## config.mk

```make
export PLATFORM = sky130hd
export DESIGN_NAME = mw_frame_master
export DESIGN_NICKNAME = d
export VERILOG_FILES = /design/src/rtl/mw_pkg.sv /design/src/rtl/mw_sclk_gen.sv /design/src/rtl/mw_cmd_ser.sv /design/src/rtl/mw_resp_cap.sv /design/src/rtl/mw_frame_master.sv
export SDC_FILE = /design/constraint.sdc
export NUM_CORES = 1
export LEC_CHECK = 0
export ABC_AREA = 1
export BUFFER_PORTS_ARGS = -buffer_cell sky130_fd_sc_hd__buf_4
export CAP_MARGIN = 0
export CORE_ASPECT_RATIO = 0.75
export CORE_MARGIN = 1
export CORE_UTILIZATION = 40
export DETAILED_ROUTE_END_ITERATION = 8
export PLACE_DENSITY = 0.61
export SETUP_SLACK_MARGIN = 0.2
export SLEW_MARGIN = 25
export SYNTH_ARGS = -nofsm -noshare
export SYNTH_HDL_FRONTEND = slang
export SYNTH_HIERARCHICAL = 1
export SYNTH_SLANG_ARGS = --single-unit
```

## constraint.sdc

```tcl
create_clock -name clk -period 4.3 [get_ports clk]
set_clock_uncertainty 0.2 [all_clocks]
set_input_delay 0.43 -clock clk [delete_from_list [all_inputs] [get_ports clk]]
set_output_delay 0.43 -clock clk [all_outputs]
set_load 0.01 [all_outputs]
```

## src/rtl/mw_pkg.sv

```systemverilog
// Package: shared constants, state type and frame-size helper for the
// half-duplex command/response serial master.
package mw_pkg;

    // Width of the outgoing control word at the head of every frame
    localparam int MW_CMD_BITS = 8;

    // Controller sequencing states
    typedef enum logic [1:0] {
        MW_IDLE  = 2'd0,   // select released, waiting for a request
        MW_SHIFT = 2'd1,   // serial clock running, frame bits moving
        MW_TAIL  = 2'd2    // last frame done, select held one bit period
    } mw_state_e;

    // Total frame length for a given response length
    function automatic int mw_frame_bits(input int resp_bits);
        return resp_bits + MW_CMD_BITS + 1;
    endfunction

endpackage

```

## src/rtl/mw_sclk_gen.sv

```systemverilog
// Module: serial clock generator.
// Produces a low-first serial clock with a half period of HALF_DIV system
// clocks while run is high, and one-cycle strobes marking the system clock
// edge on which sclk will rise or fall.
// Assumes: run drops only at a falling strobe or while sclk is low; the
// output is forced low and the phase counter cleared while run is low.
module mw_sclk_gen #(
    parameter int HALF_DIV = 2,
    localparam int CW = $clog2(HALF_DIV + 1)
) (
    input  logic clk,
    input  logic rst_n,
    input  logic run,
    output logic sclk,
    output logic rise_stb,
    output logic fall_stb
);

    logic [CW-1:0] ph_cnt;
    logic          ph_end;

    // End of the current half period
    assign ph_end   = run && (ph_cnt == CW'(HALF_DIV - 1));
    assign rise_stb = ph_end && !sclk;
    assign fall_stb = ph_end &&  sclk;

    // Half-period counter and clock toggle
    always_ff @(posedge clk) begin
        if (!rst_n) begin
            ph_cnt <= '0;
            sclk   <= 1'b0;
        end else if (!run) begin
            ph_cnt <= '0;
            sclk   <= 1'b0;
        end else if (ph_end) begin
            ph_cnt <= '0;
            sclk   <= ~sclk;
        end else begin
            ph_cnt <= ph_cnt + 1'b1;
        end
    end

endmodule

```

## src/rtl/mw_cmd_ser.sv

```systemverilog
// Module: control-word serializer.
// Loads the control field of a packed frame word and presents it on sdo
// most significant bit first, advancing one bit per falling strobe. After
// eight shifts the register holds zeros, so the line is quiet for the
// turnaround and response phases without extra gating.
// Assumes: load and shift may coincide; load wins.
module mw_cmd_ser #(
    parameter int RESP_BITS = 8,
    localparam int FRAME_BITS = mw_pkg::mw_frame_bits(RESP_BITS),
    localparam int CMD_BITS   = mw_pkg::MW_CMD_BITS
) (
    input  logic                  clk,
    input  logic                  rst_n,
    input  logic                  load,
    input  logic                  shift,
    input  logic [FRAME_BITS-1:0] word,
    output logic                  sdo
);

    logic [CMD_BITS-1:0] cmd_q;

    assign sdo = cmd_q[CMD_BITS-1];

    // Load the control field or advance by one bit
    always_ff @(posedge clk) begin
        if (!rst_n) begin
            cmd_q <= '0;
        end else if (load) begin
            cmd_q <= word[FRAME_BITS-1 -: CMD_BITS];
        end else if (shift) begin
            cmd_q <= {cmd_q[CMD_BITS-2:0], 1'b0};
        end
    end

endmodule

```

## src/rtl/mw_resp_cap.sv

```systemverilog
// Module: response capture.
// Shifts sdi in on every rising strobe that the controller marks as a
// capture bit (turnaround plus response), then publishes the collected
// bits, with the control field zeroed, as a registered output word.
// Assumes: clear and publish may coincide; publish sees the old bits.
module mw_resp_cap #(
    parameter int RESP_BITS = 8,
    localparam int FRAME_BITS = mw_pkg::mw_frame_bits(RESP_BITS),
    localparam int CAP_BITS   = RESP_BITS + 1
) (
    input  logic                  clk,
    input  logic                  rst_n,
    input  logic                  clear,
    input  logic                  sample,
    input  logic                  publish,
    input  logic                  sdi,
    output logic [FRAME_BITS-1:0] word
);

    logic [CAP_BITS-1:0] cap_q;

    // Collect turnaround and response bits, first bit ends up on top
    always_ff @(posedge clk) begin
        if (!rst_n) begin
            cap_q <= '0;
        end else if (clear) begin
            cap_q <= '0;
        end else if (sample) begin
            cap_q <= {cap_q[CAP_BITS-2:0], sdi};
        end
    end

    // Publish the finished frame with the control field cleared
    always_ff @(posedge clk) begin
        if (!rst_n) begin
            word <= '0;
        end else if (publish) begin
            word <= {{(FRAME_BITS-CAP_BITS){1'b0}}, cap_q};
        end
    end

endmodule

```

## src/rtl/mw_frame_master.sv

```systemverilog
// Module: half-duplex command/response serial frame master (top).
// Sequences frames of 8 control bits, one turnaround bit and RESP_BITS
// response bits. Drives select, output enable, clock and data, and chains
// frames without releasing the select when the next request is already
// waiting at the end of a frame.
// Assumes: HALF_DIV >= 1, RESP_BITS in 4..23; req_word is held stable
// while req_valid is high and req_ready is low.
module mw_frame_master #(
    parameter int RESP_BITS = 8,
    parameter int HALF_DIV  = 2,
    localparam int FRAME_BITS = mw_pkg::mw_frame_bits(RESP_BITS)
) (
    input  logic                  clk,
    input  logic                  rst_n,
    input  logic                  req_valid,
    input  logic [FRAME_BITS-1:0] req_word,
    output logic                  req_ready,
    output logic                  rsp_valid,
    output logic [FRAME_BITS-1:0] rsp_word,
    output logic                  sclk,
    output logic                  ss_n,
    output logic                  oe,
    output logic                  sdo,
    input  logic                  sdi
);
    import mw_pkg::*;

    localparam int BIT_W   = $clog2(FRAME_BITS + 1);
    localparam int TAIL_N  = 2 * HALF_DIV;
    localparam int TAIL_W  = $clog2(TAIL_N + 1);

    mw_state_e      state;
    logic [BIT_W-1:0]  bit_idx;
    logic [TAIL_W-1:0] tail_cnt;
    logic           run;
    logic           rise_stb;
    logic           fall_stb;
    logic           last_fall;
    logic           accept;
    logic           cap_bit;

    assign run       = (state == MW_SHIFT);
    assign last_fall = fall_stb && (bit_idx == BIT_W'(FRAME_BITS - 1));
    assign req_ready = (state == MW_IDLE) || last_fall;
    assign accept    = req_valid && req_ready;
    assign cap_bit   = (bit_idx >= BIT_W'(MW_CMD_BITS));

    mw_sclk_gen #(.HALF_DIV(HALF_DIV)) clk_gen_i (
        .clk      (clk),
        .rst_n    (rst_n),
        .run      (run),
        .sclk     (sclk),
        .rise_stb (rise_stb),
        .fall_stb (fall_stb)
    );

    mw_cmd_ser #(.RESP_BITS(RESP_BITS)) cmd_ser_i (
        .clk   (clk),
        .rst_n (rst_n),
        .load  (accept),
        .shift (fall_stb),
        .word  (req_word),
        .sdo   (sdo)
    );

    mw_resp_cap #(.RESP_BITS(RESP_BITS)) resp_cap_i (
        .clk     (clk),
        .rst_n   (rst_n),
        .clear   (accept),
        .sample  (rise_stb && cap_bit),
        .publish (last_fall),
        .sdi     (sdi),
        .word    (rsp_word)
    );

    // Frame sequencer: select, output enable, bit position and strobe
    always_ff @(posedge clk) begin
        if (!rst_n) begin
            state     <= MW_IDLE;
            bit_idx   <= '0;
            tail_cnt  <= '0;
            ss_n      <= 1'b1;
            oe        <= 1'b0;
            rsp_valid <= 1'b0;
        end else begin
            rsp_valid <= 1'b0;
            case (state)
                MW_IDLE: begin
                    if (req_valid) begin
                        state   <= MW_SHIFT;
                        bit_idx <= '0;
                        ss_n    <= 1'b0;
                        oe      <= 1'b1;
                    end
                end
                MW_SHIFT: begin
                    if (last_fall) begin
                        rsp_valid <= 1'b1;
                        bit_idx   <= '0;
                        if (req_valid) begin
                            oe <= 1'b1;
                        end else begin
                            state    <= MW_TAIL;
                            tail_cnt <= '0;
                            oe       <= 1'b0;
                        end
                    end else if (fall_stb) begin
                        bit_idx <= bit_idx + 1'b1;
                        if (bit_idx == BIT_W'(MW_CMD_BITS - 1)) begin
                            oe <= 1'b0;
                        end
                    end
                end
                MW_TAIL: begin
                    if (tail_cnt == TAIL_W'(TAIL_N - 1)) begin
                        ss_n  <= 1'b1;
                        state <= MW_IDLE;
                    end else begin
                        tail_cnt <= tail_cnt + 1'b1;
                    end
                end
                default: begin
                    state <= MW_IDLE;
                    ss_n  <= 1'b1;
                    oe    <= 1'b0;
                end
            endcase
        end
    end

endmodule

```

==> results.sh <==
export IMPL_status="finished, final reports clean"
export IMPL_clockBufferDepth=2
export IMPL_hold_viol=0
export IMPL_hold_ws_ns=0.1977
export IMPL_drc_errors=0
export IMPL_synthMuxAreaShare=0
export IMPL_die_width_um=83.33
export IMPL_utilization=0.4990
export IMPL_slew_headroom=0.5301
export IMPL_vdd_drop_max_mv=0.1909
export IMPL_pre_cts_ws_ns=1.563
export IMPL_synth_edf_count=0
export IMPL_post_drt_wl_per_cell_um=10.37
export IMPL_first_pass_iters=4
export IMPL_drv_slew=0
export IMPL_synthTopCellsByCount="nand2_1 (86), dfxtp_1 (42), inv_1 (39)"
export IMPL_power_density_mw_per_mm2=470.1
export IMPL_synthCells=290
export IMPL_syn2layout_area_growth_pct=15.64
export IMPL_worstMarginPinSlew_ns=0.7022
export IMPL_worst_slack_ns=1.462
export IMPL_cts_tree="built"
export IMPL_synth_top_family_by_area="simple AND/OR/NAND/NOR gates"
export IMPL_post_dp_hpwl_um=2762
export IMPL_p_leak_uw=0.001117
export IMPL_cts_buffers=5
export IMPL_viasPerCell=4.563
export IMPL_holdPathStages=3
export IMPL_min_to="resp_cap_i/cap_q[0]"
export IMPL_yosys_area_top_type_share=0.4237
export IMPL_layout_drive_gt1_share=0.1509
export IMPL_fin_crit_sh=0.6600
export IMPL_area_sequential_sq_um=840.8
export IMPL_synth_top_area_cell="dfxtp_1"
export IMPL_crit_path_end_kind="output port"
export IMPL_synth_area_top_cells="dfxtp_1 (42%), nand2_1 (16%), inv_1 (7.4%), nor2_1 (7.0%), nand3_1 (4.3%)"
export IMPL_timing_rr_end="cmd_ser_i/cmd_q[2]"
export IMPL_vias=1711
export IMPL_cts_num_sinks=42
export IMPL_fillers=477
export IMPL_final_nets=343
export IMPL_dr_first_iter_drc_count=44
export IMPL_fmax_mhz=352.3
export IMPL_gp_congestion=0.7682
export IMPL_portBuffers=26
export IMPL_tns_ns=0
export IMPL_ys_flop_type="dfxtp_1"
export IMPL_die_h_um=63
export IMPL_synth_compound_area_frac=0.07566
export IMPL_reg2reg_depth=14
export IMPL_multi_input_area_sq_um=908.4
export IMPL_min_from="sdi"
export IMPL_syn_avg_cell_area_sq_um=6.843
export IMPL_antenna_found_initial=0
export IMPL_grt_pass1_vias=1561
export IMPL_routed_wirelength_um=3890
export IMPL_top_level_ports=44
export IMPL_drv_cap=0
export IMPL_synthMostInstantiatedCell="nand2_1"
export IMPL_ys_ff_latch=42
export IMPL_min_period_ns=2.838
export IMPL_reg2reg_slack_ns=1.53
export IMPL_coreArea_sq_mm=0.004598
export IMPL_grt_setup_unrepaired="no"
export IMPL_worstReg2RegStart="state[0]"
export IMPL_htreeDepth=2
export IMPL_startpoint_type="flip-flop"
export IMPL_synthesis_area_sq_mm=0.001984
export IMPL_path_class="reg -> out"
export IMPL_critPathRequiredTime_ns=3.67
export IMPL_cp_data_arrival_time_ns=2.21
export IMPL_yosysSeqAreaShare=0.4237
export IMPL_cts_resized=0
export IMPL_synth_fa_ha_area_frac=0.03153
export IMPL_synthDistinctLibCells=21
export IMPL_cts_setup_buffers=0
export IMPL_grt_overflow=0
export IMPL_num_rows=21
export IMPL_synth_simple_area_share=0.3354
export IMPL_clock_root_buffer="clkbuf_8"
export IMPL_path_max_fanout=12
export IMPL_postCtsHoldBufs=0
export IMPL_synth_async_reset_ratio=0
export IMPL_synthXorXnorAreaFrac=0
export IMPL_start_util=0.4316
export IMPL_ant_nets=0
export IMPL_insertion_delay_ns=0.29
export IMPL_hold_class="in -> reg"
export IMPL_antenna_cells=0
export IMPL_grt_max_degree=28
export IMPL_ys_warn_count=6
export IMPL_dieArea_sq_mm=0.005250
export IMPL_finalSetupViolations=0
export IMPL_critPathLaunch="state[0]"
export IMPL_clkTransAtPathRegs_ns=0.09
export IMPL_grt_pass1_wl_um=7017
export IMPL_grt_usage=0.1620
-- where the power goes --
group,switching [uW],internal (uW)
sequential,25.2,431
combinational,198,112
clock,140,173
-- state kept, by name, summed over array words and instances (netlist names) --
register and flops:
rsp_valid 1, resp_cap_i/cap_q 9, clk_gen_i/sclk 1, cmd_ser_i/cmd_q 8, state 2, bit_idx 5, resp_cap_i/word 9, oe 1
clk_gen_i/ph_cnt 2, ss_n 1, tail_cnt 3
-- layer usage --
| layer | vias up | global-route usage | part of all wire |
|---|---|---|---|
| li1 | 929 | - | - |
| met4 | 0 | 0.03879 | 0.0036 |
| met3 | 2 | 0.04359 | 0.052 |
| met2 | 37 | 0.2408 | 0.40 |
| met1 | 743 | 0.2319 | 0.54 |
| met5 | - | 0 | 0 |
-- cell usage in the layout (no fill, tap or decap) --
master and instances:
nor2_8 1, nor2_1 37, a21oi_1 15, nand4_1 3, bufinv_16 1, clkinvlp_4 2, nand2_2 3, o211ai_1 2
ha_1 5, nand3_2 1, nand2_1 86, inv_2 3, o21ai_0 12, nand3_1 17, buf_4 27, clkbuf_8 5
nor3_1 4, inv_1 39, conb_1 8, dfxtp_1 42, nor2_2 5
-- through the flow --
| stage | total power (uW) | cell area, sq um | std cells |
|---|---|---|---|
| 5_1_grt | 1165 | 2295 | 375 |
| 3_5_place_dp | 774.2 | 2181 | 367 |
| 2_1_floorplan | 698.5 | 2011 | 297 |
| 6_report | 1079 | 2295 | 375 |
| 3_3_place_gp | 769.6 | 2181 | 367 |
| 4_1_cts | 1089 | 2295 | 375 |
-- worst max path at each step --
stage,end,cells past startpoint,slack (ns)
after floorplan,cmd_ser_i/cmd_q[1],14,2.23
after global placement,resp_cap_i/word[7],9,1.59
after detailed placement,cmd_ser_i/cmd_q[1],14,1.56
after CTS,req_ready,9,1.45
after global routing,req_ready,9,1.20
final,req_ready,9,1.46
-- cell type report --
class / instances / share of cell area
inverters: 42 / 0.06870
clock buffers: 5 / 0.02999
flip-flops and latches: 42 / 0.3664
multi-input cells: 199 / 0.3959
well taps: 57 / 0.03108
repair buffers: 27 / 0.08833
clock inverters: 3 / 0.01963
-- kinds of logic (layout without fill, tap and decap cells) --
kind of cell | Yosys count | count (layout)
and+or+nand+nor | 157 | 157
DFF | 42 | 42
adders and majority gates | 5 | 5
buffers and inverters | 56 | 77
other | 1 | 8
AOI/OAI and AO/OA | 29 | 29
-- worst max-delay path, cell delays in order (launching register included) --
cell and delay (ns):
dfxtp_1 0.38, inv_1 0.06, nor2_2 0.26, nand2_2 0.11
nor2_2 0.50, nand2_1 0.11, inv_1 0.08, nand3_1 0.19
nand2_1 0.11, buf_4 0.12
No activity file was read; power rests on OpenSTA's default activity.
